### config.mk
export PLATFORM = sky130hd
export DESIGN_NAME = thr_alert
export DESIGN_NICKNAME = d
export VERILOG_FILES = /design/src/rtl/thr_alert_pkg.sv /design/src/rtl/thr_alert_cmp.sv /design/src/rtl/thr_alert_queue.sv /design/src/rtl/thr_alert_state.sv /design/src/rtl/thr_alert.sv
export SDC_FILE = /design/constraint.sdc
export NUM_CORES = 1
export LEC_CHECK = 0
export ABC_AREA = 1
export CAP_MARGIN = 20
export CORE_MARGIN = 8
export CORE_UTILIZATION = 36
export CTS_CLUSTER_SIZE = 8
export DETAILED_ROUTE_END_ITERATION = 8
export MAX_ROUTING_LAYER = met4
export PLACE_DENSITY = 0.81
export SYNTH_ARGS = -nofsm -noshare
export SYNTH_HDL_FRONTEND = slang
export SYNTH_SLANG_ARGS = --single-unit
### constraint.sdc
create_clock -name clk -period 2.8 [get_ports clk]
set_input_delay 0.84 -clock clk [delete_from_list [all_inputs] [get_ports clk]]
set_output_delay 0.84 -clock clk [all_outputs]
set_load 0.01 [all_outputs]
### src/rtl/thr_alert_pkg.sv
package thr_alert_pkg;

  // Width of the run-length selector and the code that switches the comparator off.
  localparam int QCODE_W = 2;
  localparam logic [QCODE_W-1:0] QCODE_OFF = 2'd3;

  // Longest run the filter may demand; sets the counter width.
  localparam int MAX_RUN = 4;
  localparam int RUN_W   = $clog2(MAX_RUN + 1);

  // Consecutive out-of-limit results needed for a given selector code.
  function automatic logic [RUN_W-1:0] run_needed(input logic [QCODE_W-1:0] code);
    return RUN_W'(1) << code;
  endfunction

endpackage

### src/rtl/thr_alert_cmp.sv
module thr_alert_cmp #(
  parameter int DATA_W = 12
) (
  input  logic signed [DATA_W-1:0] sample,
  input  logic signed [DATA_W-1:0] lim_lo,
  input  logic signed [DATA_W-1:0] lim_hi,
  input  logic                     window,
  output logic                     out_of_lim,
  output logic                     releases
);

  logic over_hi;
  logic under_lo;

  always_comb begin
    over_hi    = sample > lim_hi;
    under_lo   = sample < lim_lo;
    out_of_lim = window ? (over_hi || under_lo) : over_hi;
    // Window style drops inside the band; hysteresis style only below the low limit.
    releases   = window ? !(over_hi || under_lo) : under_lo;
  end

endmodule

### src/rtl/thr_alert_queue.sv
module thr_alert_queue #(
  parameter  int MAX_RUN = 4,
  localparam int CNT_W   = $clog2(MAX_RUN + 1)
) (
  input  logic             clk,
  input  logic             rst_n,
  input  logic             flush,
  input  logic             step,
  input  logic             hit_in,
  input  logic [CNT_W-1:0] need,
  output logic [CNT_W-1:0] run,
  output logic             reached
);

  localparam logic [CNT_W-1:0] RUN_CAP = CNT_W'(MAX_RUN);

  logic [CNT_W-1:0] run_inc;

  always_comb begin
    run_inc = (run == RUN_CAP) ? run : run + CNT_W'(1);
    reached = step && hit_in && (run_inc >= need);
  end

  always_ff @(posedge clk) begin
    if (!rst_n)      run <= '0;
    else if (flush)  run <= '0;
    else if (step)   run <= hit_in ? run_inc : '0;
  end

  assert_run_bound_R5: assert property (@(posedge clk) disable iff (!rst_n)
    run <= RUN_CAP);

  assert_flush_clears_R10: assert property (@(posedge clk) disable iff (!rst_n)
    flush |=> (run == '0));

  assert_miss_clears_R5: assert property (@(posedge clk) disable iff (!rst_n)
    (step && !hit_in && !flush) |=> (run == '0));

endmodule

### src/rtl/thr_alert_state.sv
module thr_alert_state (
  input  logic clk,
  input  logic rst_n,
  input  logic off,
  input  logic step,
  input  logic reached,
  input  logic releases,
  input  logic latch,
  input  logic clr,
  input  logic window,
  output logic active,
  output logic oe
);

  always_ff @(posedge clk) begin
    if (!rst_n) begin
      active <= 1'b0;
      oe     <= 1'b0;
    end else begin
      oe <= !off;
      if (off)                  active <= 1'b0;
      else if (reached)         active <= 1'b1;
      else if (latch) begin
        if (clr)                active <= 1'b0;
      end else if (step && releases) active <= 1'b0;
    end
  end

  assert_off_quiet_R6: assert property (@(posedge clk) disable iff (!rst_n)
    off |=> (!oe && !active));

  assert_sticky_hold_R8: assert property (@(posedge clk) disable iff (!rst_n)
    (active && latch && !clr && !off) |=> active);

  assert_window_drop_R3: assert property (@(posedge clk) disable iff (!rst_n)
    (step && window && releases && !latch && !reached) |=> !active);

  assert_hyst_hold_R4: assert property (@(posedge clk) disable iff (!rst_n)
    (active && !window && !latch && !off && !(step && releases)) |=> active);

endmodule

### src/rtl/thr_alert.sv
module thr_alert #(
  parameter int DATA_W = 12
) (
  input  logic                     clk,
  input  logic                     rst_n,
  input  logic                     res_valid,
  input  logic signed [DATA_W-1:0] res_data,
  input  logic signed [DATA_W-1:0] thr_lo,
  input  logic signed [DATA_W-1:0] thr_hi,
  input  logic                     thr_wr,
  input  logic                     cfg_window,
  input  logic                     cfg_act_high,
  input  logic                     cfg_latch,
  input  logic [1:0]               cfg_queue,
  input  logic                     rd_clr,
  output logic                     alert_o,
  output logic                     alert_oe
);

  import thr_alert_pkg::*;

  logic [QCODE_W-1:0] queue_prev;
  logic               q_off;
  logic               q_changed;
  logic               flush;
  logic               step;
  logic               out_of_lim;
  logic               releases;
  logic [RUN_W-1:0]   need;
  logic [RUN_W-1:0]   run;
  logic               reached;
  logic               active;

  always_comb begin
    q_off     = cfg_queue == QCODE_OFF;
    q_changed = cfg_queue != queue_prev;
    flush     = q_off || q_changed || thr_wr;
    step      = res_valid && !flush;
    need      = run_needed(cfg_queue);
  end

  // The previous code starts at the off code, so the first enabled cycle restarts the count.
  always_ff @(posedge clk) begin
    if (!rst_n) queue_prev <= QCODE_OFF;
    else        queue_prev <= cfg_queue;
  end

  thr_alert_cmp #(.DATA_W(DATA_W)) u_cmp (
    .sample     (res_data),
    .lim_lo     (thr_lo),
    .lim_hi     (thr_hi),
    .window     (cfg_window),
    .out_of_lim (out_of_lim),
    .releases   (releases)
  );

  thr_alert_queue #(.MAX_RUN(MAX_RUN)) u_queue (
    .clk     (clk),
    .rst_n   (rst_n),
    .flush   (flush),
    .step    (step),
    .hit_in  (out_of_lim),
    .need    (need),
    .run     (run),
    .reached (reached)
  );

  thr_alert_state u_state (
    .clk      (clk),
    .rst_n    (rst_n),
    .off      (q_off),
    .step     (step),
    .reached  (reached),
    .releases (releases),
    .latch    (cfg_latch),
    .clr      (rd_clr),
    .window   (cfg_window),
    .active   (active),
    .oe       (alert_oe)
  );

  assign alert_o = cfg_act_high ? active : !active;

  assert_idle_keeps_R12: assert property (@(posedge clk) disable iff (!rst_n)
    (!res_valid && !q_off && !rd_clr) |=> ($stable(active) && (run == '0 || $stable(run))));

endmodule

==> results list <==
- Sequential share of power: 26.0%
- The worst setup path is captured at an output pin.
- The later pin in the worst-skew pair is clocked with a latency of approximately 250 ps.
- OpenSTA, run right after detailed placement, puts the worst setup slack at -24.75 ps.
- Global-route wire length before repair: ~4700 um
* Post-detailed-route wirelength per cell: 9.100 um
* Share of the synthesized area in the top cell type: slightly below 30%
* Slack of the worst reg-to-reg path: roughly 1100 ps
- Worst hold slack across all endpoints: around 500 ps
* Largest fanout on the critical path: 1
- Post-CTS timing repair inserted 0 buffers for setup.
- Total clock buffers created by CTS: 3
* Launch instance of the worst min-delay path: u_queue.run[0]
- Post-CTS Hold Buffers: 0
* Maximum Capacitance Violations: 0
* CP Cell Sequence: clkdlybuf4s50_1, xnor2_1, dlygate4sd2_1
- DRC marker count from the first detailed-route iteration: 20
- For this design the ratio of total power to cell area is roughly 230 nW/um2.
* Switching fraction of total power: between 30 and 40%
* Syn-to-layout area delta: 47.69%
* Placed insts: ~290
- In this run the number of H-tree levels came out at 1.
- Clock Skew: 5.755 ps
- Summing the sequential cell areas from Yosys gives a little under an eighth of the chip area.
* Number of rows in the core area: 21
* Post-Route WL: 2630 um
- Most frequent standard cell in the layout excluding fill and tap cells: nand2_1
- The worst setup path is launched from a primary input.
- Cell taking the most area after synthesis: ha_1
* Slowest CP cell: clkdlybuf4s50_1
* Number of antenna repair diodes: 0
- Setup Viol. Count Final: 0
* Classification of the worst-slack hold path: register to register
- Cell depth of the worst hold path: 2
- Timing would allow up to 0.3921 GHz.
* Area enclosed by the die boundary: about 5400 um2
* Distinct cell type count of the synthesized netlist: 21
- Clock share of power: 22.8%
- In the routed design, unresolved DRC markers number 0.
- Slew Limit Fails: 0
* Crit Path Class: primary input to output pin
- The post-route netlist has 7.407% of its cells at a drive strength greater than 1.
- Summed over all cells, the static leakage comes to ~0.97 nW.
* Area of the multi-input gates: between 800 and 900 um2
- In the synthesized netlist, the number of instances is 190.
* Largest incremental delay on the critical path: between 400 and 500 ps
- Most frequent cells in the layout: nand2_1, inv_1, clkdlybuf4s50_1
* Via count of the routed design: between 1000 and 1500
- Critical Path AT: about 1700 ps
- Placeable core area: about 3300 um2
- Registers take 140.1 um2.
* Critical Path RT: between 1500 and 2000 ps
- Counting flops and latches in the post-synthesis netlist gives 7.
- Cell internal pwr: ~0.27 mW
- In this run the critical register-to-register path is captured at u_state.active.
- Counting cells, the worst reg-to-reg path comes to 9.
- The worst-case IR drop observed on VDD is 0.2332 mV.
- Biggest area contributors in the synthesized netlist: ha_1, nand2_1, inv_1
- Buffer levels on the longest clock path: 2
- For this run, the post-layout net count is 318.
* Reported net switching power: roughly 0.13 mW
* Slew Limit Headroom: 81.50%
- Global routing used a little over a tenth of the available tracks.
* Post-CTS clock slew at the launch and capture registers of the worst setup and hold paths: 50 ps
* CTS resizes: 1
- GR Overflow Total: 0
- After legalization and detailed placement, the total HPWL measured between 2000 and 2500 um.
- Die width: approximately 74 um
* Antenna Nets Post-Route: 0
- TritonCTS built the clock tree.
* Cell chosen for the clock root: clkbuf_4
- Leaving out filler cells and counting taps, the final layout contains ~290.
- Starting density of the core: 36.56%
- Hold Vio Cnt, Final: 0
- Counting every net in the synthesized netlist gives approximately 260.
- Time the worst path needs with I/O delays and setup: between 2000 and 3000 ps
* Final setup slack of the worst path: 249.7 ps
* TritonRoute pass-1 iters: 4
- Dividing the synthesized area by the synthesized cell count gives 6.269 um2.
* Port Buffer Count: 47
- Height of the chip: 73.52 um
* RSZ-0062 raised after global routing: no
- For the pin with the worst max-slew slack, the measured transition is 274.6 ps.
- The flow ran to the end, and the final reports show no timing, DRC or antenna violations.
- Combinational share of power: between 50% and 60%
* Ratio of final minimum period to clock period: around nine tenths
- Number of warnings printed during yosys synthesis: 0
- Largest net degree at the start of global routing: 6
- Top-level I/O count: 48
* Number of global-route vias before repair: about 1200
- Layout fillers: ~340
* Initial antenna violation count: 0
* Clock sinks: 7
- Worst Hold Endpoint: u_queue.run[0]
- Source of the worst register-to-register timing path: u_queue.run[0]
- Cell Area, Synth: 1191 um2
* Per-cell via count in the routed design: around 4.2
- Global placement routability congestion: between 0.7 and 0.8
## cells in the mapped netlist (all sizes together)
library cell  count
nand4             5
inv              50
nor2             10
xnor2             2
a21oi            13
a21boi            1
xor2              1
a21o              1
ha               28
nand3            10
dfxtp             7
o211ai            1
nand3b            1
nand2            58
o21ai             2
## logic make-up (layout without fill, tap and decap cells)
| group | after synthesis | after routing | synth area share [%] |
|---|---|---|---|
| AND/OR/NAND/NOR | 84 | 84 | 31.41 |
| AO/OA/AOI/OAI | 18 | 18 | 9.455 |
| XOR/XNOR | 3 | 3 | 2.206 |
| adder cells (fa/ha/maj) | 28 | 28 | 29.41 |
| buffers and inverters | 50 | 103 | 15.76 |
| flip-flops | 7 | 7 | 11.76 |
## layout make-up
cell class | instances | area share, %
Clock buffer | 4 | 1.494
Inverter | 50 | 10.67
Multi-Input combinational cell | 133 | 49.08
Sequential cell | 7 | 7.966
Tap cell | 46 | 3.272
Timing Repair Buffer | 49 | 27.52
## registers in the layout, indices dropped and copies added, names as in the netlist
signal,cells
u_state.oe,1
u_queue.run,3
u_state.active,1
queue_prev,2
## power groups by stage
stage / logic [mW] / clock network (mW) / registers [mW]
3_3_place_gp: 0.203 / 0 / 0.106
4_1_cts: 0.208 / 0.0946 / 0.104
6_report: 0.205 / 0.0912 / 0.104
5_1_grt: 0.235 / 0.104 / 0.104
2_1_floorplan: 0.111 / 0 / 0.106
3_5_place_dp: 0.207 / 0 / 0.106
## per-layer routing
metal	part of all wire, %	vias to the layer above	GRT usage, %	wire length (um)
met5	0	-	-	0
met4	0	0	0.6652	0
met3	5.6	0	2.729	147
met2	43	34	16.73	1120
met1	52	491	13.70	1362
li1	-	698	-	-
## how the worst max path moves through the flow
stage                       from        endpoint  slack [ps]  cells after the start
floorplan             thr_lo[11]  u_state.active         640                     12
global placement    cfg_act_high         alert_o         -20                      3
detailed placement  cfg_act_high         alert_o         -20                      3
CTS                 cfg_act_high         alert_o         250                      3
global route           thr_lo[7]  u_queue.run[0]         130                     14
finish              cfg_act_high         alert_o         250                      3
## metrics by stage
step | TNS [ps] | cell area, um2 | utilization (%) | power (mW)
after detailed placement | -24.75 | 1734 | 53.23 | 0.3133
after floorplan | 0 | 1191 | - | 0.2177
after global placement | -17.07 | 1734 | 53.23 | 0.3090
after global routing | 0 | 1759 | 53.99 | 0.4430
final | 0 | 1759 | 53.99 | 0.3999
after CTS | 0 | 1759 | 53.99 | 0.4063
## worst max-delay path: cells and delay by family
family / cells / cell delay (ps)
XOR/XNOR: 1 / 110
buffers and inverters: 2 / 760
Note: power is estimated with default switching activity, not from simulation.
